==> src/rtl/ser_wrap_pkg.sv <==
// Package: shared types for the word serializer.
// Assumes: a single bit-rate clock domain.
package ser_wrap_pkg;
    // Which source feeds the receiver side.
    typedef enum logic {
        PATH_EXT  = 1'b0,
        PATH_WRAP = 1'b1
    } path_e;
endpackage

==> src/rtl/swt_phase_gen.sv <==
// Bit-slot counter. Counts WORD_W slots per word and restarts when the word
// strobe arrives. Flags the slot on which the next word is loaded.
// Assumes: byte_edge arrives once every WORD_W cycles, or not at all.
module swt_phase_gen #(
    parameter int WORD_W = 10,
    parameter int LAT    = 8,
    localparam int PH_W  = $clog2(WORD_W)
) (
    input  logic            clk,
    input  logic            rst_n,
    input  logic            byte_edge,
    output logic [PH_W-1:0] phase,
    output logic            load_slot
);
    localparam logic [PH_W-1:0] LAST_PH = PH_W'(WORD_W - 1);
    localparam logic [PH_W-1:0] LOAD_PH = PH_W'(LAT - 1);

    // Advance the slot count, realigning to zero on each word strobe.
    always_ff @(posedge clk) begin
        if (!rst_n)
            phase <= '0;
        else if (byte_edge)
            phase <= '0;
        else if (phase == LAST_PH)
            phase <= '0;
        else
            phase <= phase + 1'b1;
    end

    // The load happens LAT edges after the strobe.
    always_comb load_slot = (phase == LOAD_PH);
endmodule

==> src/rtl/swt_word_hold.sv <==
// Input latch. Captures the parallel word on the word strobe and holds it
// until the shifter takes it.
// Assumes: LAT <= WORD_W, so the next capture comes after the load.
module swt_word_hold #(
    parameter int WORD_W = 10
) (
    input  logic              clk,
    input  logic              rst_n,
    input  logic              byte_edge,
    input  logic [WORD_W-1:0] tx_word,
    output logic [WORD_W-1:0] hold_word
);
    // Capture the word only when the strobe is high.
    always_ff @(posedge clk) begin
        if (!rst_n)
            hold_word <= '0;
        else if (byte_edge)
            hold_word <= tx_word;
    end
endmodule

==> src/rtl/swt_shifter.sv <==
// Parallel-in, serial-out register. Bit 0 is the current serial bit.
// Assumes: load_slot comes once every WORD_W cycles.
module swt_shifter #(
    parameter int WORD_W = 10
) (
    input  logic              clk,
    input  logic              rst_n,
    input  logic              load_slot,
    input  logic [WORD_W-1:0] hold_word,
    output logic [WORD_W-1:0] shreg
);
    logic [WORD_W-1:0] shift_nxt;

    // Build the shifted value bit by bit, filling the top with 0.
    for (genvar i = 0; i < WORD_W; i++) begin : g_sh
        if (i == WORD_W - 1) begin : g_top
            assign shift_nxt[i] = 1'b0;
        end else begin : g_mid
            assign shift_nxt[i] = shreg[i+1];
        end
    end

    // Load a new word on the load slot, otherwise shift down by one.
    always_ff @(posedge clk) begin
        if (!rst_n)
            shreg <= '0;
        else if (load_slot)
            shreg <= hold_word;
        else
            shreg <= shift_nxt;
    end
endmodule

==> src/rtl/swt_path_sel.sv <==
// Output and receive-side path steering. The wrap setting is sampled only
// at word loads.
// Assumes: stream_bit is the current serial bit.
module swt_path_sel
    import ser_wrap_pkg::*;
(
    input  logic  clk,
    input  logic  rst_n,
    input  logic  load_slot,
    input  logic  loop_en,
    input  logic  stream_bit,
    input  logic  ext_rx_in,
    output path_e path_q,
    output logic  ser_out,
    output logic  rx_sel_out
);
    // Take up a new wrap setting only at a word boundary.
    always_ff @(posedge clk) begin
        if (!rst_n)
            path_q <= PATH_EXT;
        else if (load_slot)
            path_q <= loop_en ? PATH_WRAP : PATH_EXT;
    end

    // Steer the stream: out to the pin, or into the receive selector.
    always_comb begin
        if (path_q == PATH_WRAP) begin
            ser_out    = 1'b0;
            rx_sel_out = stream_bit;
        end else begin
            ser_out    = stream_bit;
            rx_sel_out = ext_rx_in;
        end
    end
endmodule

==> src/rtl/ser_wrap_tx.sv <==
// Top level: word serializer with an internal wrap path.
// Sends words LSB first, LAT bit cycles after capture, with no gaps.
// Assumes: clk runs at the bit rate and byte_edge marks the word clock.
module ser_wrap_tx
    import ser_wrap_pkg::*;
#(
    parameter int WORD_W = 10,
    parameter int LAT    = 8
) (
    input  logic              clk,
    input  logic              rst_n,
    input  logic              byte_edge,
    input  logic [WORD_W-1:0] tx_word,
    input  logic              loop_en,
    input  logic              ext_rx_in,
    output logic              ser_out,
    output logic              rx_sel_out
);
    localparam int PH_W = $clog2(WORD_W);

    logic [PH_W-1:0]   phase;
    logic              load_slot;
    logic [WORD_W-1:0] hold_word;
    logic [WORD_W-1:0] shreg;
    path_e             path_q;

    swt_phase_gen #(.WORD_W(WORD_W), .LAT(LAT)) u_phase (
        .clk(clk), .rst_n(rst_n), .byte_edge(byte_edge),
        .phase(phase), .load_slot(load_slot)
    );

    swt_word_hold #(.WORD_W(WORD_W)) u_hold (
        .clk(clk), .rst_n(rst_n), .byte_edge(byte_edge),
        .tx_word(tx_word), .hold_word(hold_word)
    );

    swt_shifter #(.WORD_W(WORD_W)) u_shift (
        .clk(clk), .rst_n(rst_n), .load_slot(load_slot),
        .hold_word(hold_word), .shreg(shreg)
    );

    swt_path_sel u_path (
        .clk(clk), .rst_n(rst_n), .load_slot(load_slot),
        .loop_en(loop_en), .stream_bit(shreg[0]), .ext_rx_in(ext_rx_in),
        .path_q(path_q), .ser_out(ser_out), .rx_sel_out(rx_sel_out)
    );
endmodule

==> config.mk <==
export PLATFORM = sky130hd
export DESIGN_NAME = ser_wrap_tx
export DESIGN_NICKNAME = d
export VERILOG_FILES = /design/src/rtl/ser_wrap_pkg.sv /design/src/rtl/swt_phase_gen.sv /design/src/rtl/swt_word_hold.sv /design/src/rtl/swt_shifter.sv /design/src/rtl/swt_path_sel.sv /design/src/rtl/ser_wrap_tx.sv
export SDC_FILE = /design/constraint.sdc
export NUM_CORES = 1
export LEC_CHECK = 0
export BUFFER_PORTS_ARGS = -buffer_cell sky130_fd_sc_hd__buf_2
export CAP_MARGIN = 20
export CORE_MARGIN = 3
export CORE_UTILIZATION = 52
export DETAILED_ROUTE_END_ITERATION = 10
export PLACE_DENSITY = 0.74
export SLEW_MARGIN = 20
export SYNTH_ARGS = -nofsm -noshare
export SYNTH_HDL_FRONTEND = slang
export SYNTH_SLANG_ARGS = --single-unit
==> constraint.sdc <==
create_clock -name clk -period 1.3 [get_ports clk]
set_clock_uncertainty 0.1 [all_clocks]
set_input_delay 0 -clock clk [delete_from_list [all_inputs] [get_ports clk]]
set_output_delay 0 -clock clk [all_outputs]
set_load 0.02 [all_outputs]
# Yosys cells after proc, flatten, opt, wreduce, memory -nomap -nowiden
# Index checks and enable logic that the tools add are counted.
# totals
regBits	25
word_cells	15
out_inout_bits	2
# classes
eq_ne	2
reduce_logical	2
n_addsub	1
mux	4
n_bitwise	1
# ops
cell	count
2-to-1 mux 9 bit	1
adder 4 x 1 -> 4 bit (second input constant)	1
== test 4 x 3 -> 1 bit (second input constant)	1
== test 4 bit (second input constant)	1
2-to-1 mux 1 bit	3
OR reduction 3 bit	1
AND reduction 2 bit	1
NOT 1 bit	1

# Depth between registers and ports, before layout
# Gate-level depths: netlist (run 1).
# depth
ltp_word	2
mapped_depth	5
ltp_nobuf	5

# Cells and area by module
# A second synthesis (run 1) with hierarchy kept.
# unflattened
cells_unflattened	84
area_unflattened_um2	982.2
# by_module_without_submodules
module	cells_per_inst	seq_area_each_um2	n_inst	area_per_inst_um2
swt_word_hold	31	200.2	1	374.1
swt_shifter	30	200.2	1	365.4
swt_phase_gen	18	80.1	1	182.7
swt_path_sel	5	20.0	1	60.1

# Worst setup path after synthesis (run 1)
# No wires, ideal clock.
# synth_timing
path_kind	register to register
startpoint	register u_phase.phase[0]
endpoint	register u_shift.shreg[6]
synth_period_minus_slack_ns	1.142
setup_time_ns	0.117
path_stages_with_launch	6
path_buffers	1
slack_ns	0.158
required_time_ns	1.083
t_arrival_ns	0.926
cell_sequence	dfxtp_1 -> ha_1 -> nand3b_4 -> buf_6 -> nand3_1 -> o21ai_1
# synth_between
elab_chain_cells	2
# synth_lines
element	line_no	rtl
from (decl)	swt_phase_gen.sv:12	output logic [PH_W-1:0] phase,
from (signal assigned)	swt_phase_gen.sv:27	phase <= phase + 1'b1;
== test 4 x 3 -> 1 bit	swt_phase_gen.sv:31	always_comb load_slot = (phase == LOAD_PH);
2-to-1 mux 9 bit	swt_shifter.sv:27	else if (load_slot)
to (signal assigned)	swt_shifter.sv:28	shreg <= hold_word;
to (signal assigned)	swt_shifter.sv:30	shreg <= shift_nxt;
to (decl)	swt_shifter.sv:10	output logic [WORD_W-1:0] shreg
# Every way passes these cells.
# A chain may end at the register's enable or synchronous reset.

# Worst setup path in the final report (run 1)
# layout_timing
startpoint	register u_path.path_q
endpoint	output rx_sel_out
# layout_between
elab_chain_cells	1
# layout_lines
element	line_no	rtl
from (decl)	swt_path_sel.sv:13	output path_e path_q,
from (signal assigned)	swt_path_sel.sv:22	path_q <= loop_en ? PATH_WRAP : PATH_EXT;
2-to-1 mux 1 bit	swt_path_sel.sv:27	if (path_q == PATH_WRAP) begin
to (decl)	ser_wrap_tx.sv:17	output logic rx_sel_out
# Every way passes these cells.

==> metrics.md, run 1 <==
| Metric | Value |
|---|---|
| Status | completed |
| Port bufs | 16 |
| Syn-to-layout area delta | 30.4% |
| End point of the critical path | rx_sel_out |
| Final Hold Violating Endpoints | 0 |
| Initial core utilization | 0.596 |
| DRC | 0 |
| Core region area | 1630 um2 |
| Setup crit start | u_path.path_q$_SDFFE_PN0N_ |
| Setup tns final | 0 ns |
| Hold Worst Slack | 0.0605 ns |
| Dpl cell area | 1040 um2 |
| Slowest-stage cell, CP | dfxtp_2 |
| Pwr dens | 1010 nW/um2 |
| Mux cell area share after synthesis | 0.115 |
| Total clock buffers created by CTS | 3 |
| DR vias | 779 |
| # IOs | 17 |
| First-pass DRT Iterations | 4 |
| Complex-gate fraction of the synthesized area | 0.0567 |
| Crit path capture type | primary output |
| Seq/Total Area, Yosys | 0.515 |
| Setup Crit Path Kind | reg2out |
| Post-DP HPWL | 1020 um |
| Overflow after GRT | 0 |
| Critical Path, Cell by Cell | mux2_2 > buf_2 |
| Clock Latency Late Sink | 0.31 ns |
| Reg power frac | 0.630 |
| Maximum Capacitance Violations | 0 |
| CP Max Fanout | 2 |
| First-pass GRT wire length | 3190 um |
| Post-synth cell types | 18 |
| CTS sink count | 25 |
| Initial antenna violation count | 0 |
| Largest family of logic cells by synthesized area | simple AND/OR/NAND/NOR gates |
| Chip Width | 49.2 um |
| Startpoint types | flop |
| Synth Area per Inst | 9.81 um2 |
| DR WL/cell | 13.3 um |
| Post-Synth Adder-Cell Area | 0.0258 |
| Post-Syn Instances | 99 |
| Sw Ratio | 0.230 |
| Reg2reg path depth | 4 |
| Vias per Instance | 5.03 |
| Combinational share of power | 0.106 |
| Die area | 2420 um2 |
| Largest net degree at the start of global routing | 22 |
| Clock Path Buffers | 2 |
| Min Tclk post-route | 1.24 ns |
| Final ANT Viol Nets | 0 |
| CTS tree | built |
| # H-tree levels | 1 |
| Drt first-iter violations | 15 |
| FF-to-FF setup slack | 0.09 ns |
| Data arrival time of the worst path | 1.14 ns |
| Maximum VDD drop | 0.000946 V |
| Cell Area, Synth | 971 um2 |
| Design Power | 1.28 mW |
| Ys Warns | 0 |
| Share of cells above drive strength 1 | 0.267 |
| Data required, critical path | 1.20 ns |
| Routed WL | 2060 um |
| Worst slew pin tran | 0.333 ns |
| Fmax | 804 MHz |
| Die Y | 49.2 um |
| Pint | 982 uW |
| Vias in the first global route | 749 |
| GPL Wtd Cong | 0.696 |
| Final Cell Area | 1270 um2 |
| Max incr delay on CP | 0.36 ns |
| # rows | 14 |
| Slew margin rel. | 0.778 |
| NetSw | 293 uW |
| Worst hold path type | in2reg |
| Tcrit/Tclk final | 0.957 |
| Final setup fails | 0 |
| # nets final | 149 |
| Xor and xnor fraction of the mapped netlist area | 0.0180 |
| Reg2reg start | u_phase.phase[0]$_SDFF_PP0_ |
| Yosys reg bits | 25 |
| Max-slew violation count | 0 |
| Syn_nets | 116 |
| Leakage | 0.583 nW |
| Clk pwr share | 0.264 |
| Simple-Gate Fraction of Synth Area | 0.220 |
| Ant. Diodes | 0 |
| Worst R2R End | u_shift.shreg[5]$_SDFF_PN0_ |
| Gr usage total | 0.170 |
| Clock Root Buffer | clkbuf_4 |
| Clock-pin transition on the worst setup and hold timing paths | 0.12 ns |
[sequential cells by signal, summed over array words and instances (netlist names)]
name / flops
u_shift.shreg: 10
u_phase.phase: 4
u_hold.hold_word: 10
u_path.path_q: 1
[synth_stat cells]
master	number	area share
nand3b_4	1	0.021
nand2_1	12	0.046
dfxtp_1	25	0.52
xor2_1	1	0.0090
xnor2_1	1	0.0090
buf_6	2	0.023
o21ai_0	1	0.0051
nor2b_1	12	0.077
mux2_2	1	0.012
inv_1	1	0.0039
o21ai_1	10	0.052
clkbuf_1	1	0.0039
ha_1	2	0.026
buf_4	1	0.0077
buf_2	2	0.010
nor2_1	5	0.019
nand3_1	11	0.057
mux2i_1	10	0.10
[metrics by stage]
step	utilization	cells	setup slack (ns)
2_1_floorplan	-	99	0.158
5_1_grt	0.777	155	-0.00107
4_1_cts	0.782	158	0.00308
3_5_place_dp	0.641	134	0.0259
6_report	0.777	155	0.0556
3_3_place_gp	0.641	134	0.0855
[cell families after synthesis]
group,Yosys count
muxes,11
xor gates and xnor gates,2
DFF,25
and+or+nand+nor,41
adders and majority gates,2
buffers and inverters,7
AOI/OAI and AO/OA,11
[layout by cell type (no fill, tap or decap), drive strengths merged]
cell / count
nand3: 11
clkbuf: 3
clkinv: 1
inv: 1
nand3b: 2
ha: 2
nor2b: 12
buf: 20
mux2i: 10
nand2: 12
dlygate4sd3: 13
mux2: 1
nor2: 5
dfxtp: 25
xor2: 1
xnor2: 1
o21ai: 11
[worst max-delay path: cells and delay by family (launching register included)]
family / cells / cell delay, ns
buffers and inverters: 1 / 0.16
DFF: 1 / 0.36
muxes: 1 / 0.33
[area by class of cell]
type | count | area (um2)
multi-input cells | 68 | 455
repair buffers | 33 | 240
fillers | 110 | 363
well taps | 24 | 30.0
flip-flops and latches | 25 | 509
clock buffers | 3 | 22.5
clock inverters | 1 | 5.00
inverters | 1 | 3.75
[power groups by stage]
stage	Combinational (mW)	Clock, mW	Sequential, mW
CTS	0.142	0.346	0.799
global placement	0.0911	0	0.815
global route	0.152	0.379	0.806
detailed placement	0.0947	0	0.816
finish	0.135	0.336	0.804
floorplan	0.0645	0	0.813
[what timing repair did]
item	in CTS	in global routing
gates cloned	0	1
hold buffers	20	1
pin swaps	0	0
endpoints found under the hold margin	17	8
buffers inserted	0	3
endpoints found under the setup margin	1	23
gates resized for setup	1	10
[worst min-delay path by stage]
stage	to	start	slack (ns)	depth (start not counted)
after floorplan	u_path.path_q$_SDFFE_PN0N_	loop_en	0.03	2
after global placement	u_path.path_q$_SDFFE_PN0N_	loop_en	0.14	3
after detailed placement	u_path.path_q$_SDFFE_PN0N_	loop_en	0.15	3
after CTS	u_hold.hold_word[0]$_SDFFE_PN0P_	byte_edge	0.06	3
after global routing	u_path.path_q$_SDFFE_PN0N_	rst_n	0.07	4
final	u_path.path_q$_SDFFE_PN0N_	rst_n	0.06	4
[metal layers]
| layer | wire, um | global-route usage | vias to the layer above | part of all wire |
|---|---|---|---|---|
| met2 | 1100 | 0.304 | 20 | 0.53 |
| li1 | - | - | 398 | - |
| met4 | 39 | 0.0569 | 0 | 0.019 |
| met5 | 0 | 0 | - | 0 |
| met1 | 858 | 0.197 | 355 | 0.42 |
| met3 | 61 | 0.0367 | 6 | 0.030 |
Power figures use the tool's default switching activity.
==> run 2, diff against run 1 <==
--- a/config.mk
+++ b/config.mk
@@ -8,10 +8,11 @@
 export BUFFER_PORTS_ARGS = -buffer_cell sky130_fd_sc_hd__buf_2
 export CAP_MARGIN = 20
 export CORE_MARGIN = 3
-export CORE_UTILIZATION = 52
+export CORE_UTILIZATION = 30
 export DETAILED_ROUTE_END_ITERATION = 10
-export PLACE_DENSITY = 0.74
-export SLEW_MARGIN = 20
+export PLACE_DENSITY = 0.47
+export SKIP_LAST_GASP = 1
+export SLEW_MARGIN = 10
 export SYNTH_ARGS = -nofsm -noshare
 export SYNTH_HDL_FRONTEND = slang
 export SYNTH_SLANG_ARGS = --single-unit
==> run 2 against run 1 <==
Utilization down 37 points. Final cell count rose by 12%. Fmax shrank 1.6%. Sequential power barely moved. Die area grew 63%. Critical path depth up 2. Global-route usage shrank 6.4 points. Largest cell class unchanged.
==> metrics.md, run 2 (synthesis results as in run 1) <==
| Metric | Value |
|---|---|
| Final Hold Violating Endpoints | 0 (unchanged) |
| Tcrit/Tclk final | 0.973 (+0.0160) |
| Worst path top cell family by delay | buffers and inverters |
| CP Max Fanout | 9 (+7) |
| Min Tclk post-route | 1.27 ns (+0.0208 ns) |
| Initial core utilization | 0.315 (-0.281) |
| DR vias | 730 (-6.3%) |
| Non-Filler Instances | 173 (+12%) |
| Core region area | 3080 um2 (+89%) |
| Maximum VDD drop | 0.000459 V (-51%) |
| Pwr dens | 1010 nW/um2 (-0.17%) |
| # H-tree levels | 1 (unchanged) |
| Data arrival time of the worst path | 1.39 ns (+0.25 ns) |
| Max incr delay on CP | 0.55 ns (+0.19 ns) |
| Initial antenna violation count | 0 (unchanged) |
| First-pass DRT Iterations | 4 (unchanged) |
| Crit path capture type | flop |
| FF/Latch Area | 507 um2 (-0.49%) |
| Vias in the first global route | 804 (+7.3%) |
| Fin worst setup slack | 0.0347 ns (-0.0208 ns) |
| Clock-pin transition on the worst setup and hold timing paths | 0.14 ns (+0.02 ns) |
| Final Cell Area | 1260 um2 (-0.20%) |
| Data required, critical path | 1.42 ns (+0.22 ns) |
| Vias per Instance | 4.22 (-16%) |
| Worst hold path type | in2reg |
| Most common cell after layout, fill and taps aside | dfxtp_1 |
| Port bufs | 16 (unchanged) |
| Worst slew pin tran | 0.336 ns (+0.00300 ns) |
| Die area | 3960 um2 (+63%) |
| CTS tree | built |
| Slowest-stage cell, CP | dlygate4sd3_1 |
| Maximum Capacitance Violations | 0 (unchanged) |
| # nets final | 147 (-1.3%) |
| Dpl cell area | 1070 um2 (+2.4%) |
| Fill cells | 314 (+190%) |
| Syn-to-layout area delta | 30.2% |
| Area of the multi-input gates | 445 um2 (-2.2%) |
| Largest registers | u_hold.hold_word (10), u_shift.shreg (10), u_phase.phase (4) |
| CTS sink count | 25 (unchanged) |
| CP bufs+invs | 3 (+2) |
| DR WL/cell | 10.4 um (-21%) |
| Unrepaired setup endpoints after global routing | true |
| Leakage | 0.572 nW (-1.7%) |
| Clock Path Buffers | 2 (unchanged) |
| Largest net degree at the start of global routing | 25 (+14%) |
| Pre-CTS setup slack | -0.0209 ns (-0.0467 ns) |
| DRC | 0 (unchanged) |
| Chip Width | 62.9 um (+28%) |
| Overflow after GRT | 0 (unchanged) |
| Startpoint types | input pin |
| Met2 wire length | 858 um (-22%) |
| Fmax | 790 MHz (-1.6%) |
| GPL Wtd Cong | 0.645 (-7.4%) |
| Most frequent cells in the layout | dfxtp_1 (20), buf_2 (16), dlygate4sd3_1 (13) |
| Share of cells above drive strength 1 | 0.240 (-0.0269) |
| Final setup fails | 0 (unchanged) |
| Critical Path, Cell by Cell | dlygate4sd3_1 > buf_2 > nor2b_1 > dlygate4sd3_1 |
| Clock Latency Late Sink | 0.32 ns (about the same) |
| Slew margin rel. | 0.776 (-0.00200) |
| Met3 WL post-DR | 56 um (-8.2%) |
| Routed WL | 1810 um (-12%) |
| Setup Crit Path Kind | in2reg |
| DR top layer | met4 |
| Gr usage total | 0.106 (-0.0636) |
| Most numerous cell on the critical path | dlygate4sd3_1 |
| Total clock buffers created by CTS | 3 (unchanged) |
| Placed Cells | 154 (+15%) |
| Max-slew violation count | 0 (unchanged) |
| Hold Worst Slack | 0.0523 ns (-0.00814 ns) |
| Clock Root Buffer | clkbuf_4 |
| Metal1 wirelength | 875 um (+2.0%) |
| Drt first-iter violations | 5 (-10) |
| Final ANT Viol Nets | 0 (unchanged) |
| Die Y | 62.9 um (+28%) |
| Status | completed |
| Design Power | 1.27 mW (-0.36%) |
| # rows | 20 (+6) |
| # IOs | 17 (unchanged) |
| Ant. Diodes | 0 (unchanged) |
| First-pass GRT wire length | 3390 um (+6.5%) |
[run 2: changes by cell type in the layout (fill, tap and decap cells not counted)]
| cell | previous run | this run |
|---|---|---|
| ha_2 | 0 | 1 |
| dfxtp_2 | 7 | 5 |
| buf_4 | 4 | 2 |
| dfxtp_1 | 18 | 20 |
| ha_4 | 1 | 0 |
[run 2: repair_timing]
| action | in CTS | in global routing |
|---|---|---|
| pin swaps | 0 | 0 |
| resized for setup | 2 | 6 |
| buffers inserted | 0 | 1 |
| hold buffers | 17 | 0 |
| gates cloned | 1 | 0 |
| endpoints found under the hold margin | 13 | 0 |
| setup endpoints to repair | 14 | 13 |
[run 2: final cells by class]
type,count,area share
flip-flops and latches,25,0.401
clock buffers,3,0.0178
multi-input cells,68,0.352
well taps,44,0.0436
repair buffers,31,0.178
inverters,1,0.00297
clock inverters,1,0.00396
[run 2: routing by layer]
metal,vias to the layer above,track usage
met3,2,0.0198
met5,-,0
li1,389,-
met2,8,0.187
met4,0,0.0579
met1,331,0.119
[run 2: worst reg2reg max path, delay by kind of cell (launching register included)]
kind | cells | cell delay, ns
AOI/OAI and AO/OA | 1 | 0.07
adders and majority gates | 1 | 0.28
DFF | 1 | 0.42
and+or+nand+nor | 2 | 0.29
[run 2: final timing paths]
check / start / end / slack [ns] / cells after the start
worst min-delay path: byte_edge / u_hold.hold_word[6]$_SDFFE_PN0P_ / 0.05 / 3
worst max register to register: u_phase.phase[0]$_SDFF_PP0_ / u_shift.shreg[4]$_SDFF_PN0_ / 0.04 / 4
worst max-delay path: rst_n / u_hold.hold_word[9]$_SDFFE_PN0P_ / 0.03 / 4
worst min register to register: u_hold.hold_word[9]$_SDFFE_PN0P_ / u_shift.shreg[9]$_SDFF_PN0_ / 0.34 / 2
[run 2: where the power goes]
part           internal [mW]  switching (mW)  total, mW
logic                 0.0758          0.0532      0.129
clock network          0.115           0.226      0.341
registers              0.789          0.0120      0.801
total                  0.980           0.291       1.27
[run 2: per-stage QoR]
stage,setup TNS [ns],util
2_1_floorplan,0,-
4_1_cts,0,0.416
3_5_place_dp,-0.0380,0.348
3_3_place_gp,0,0.348
6_report,0,0.411
5_1_grt,-0.130,0.411
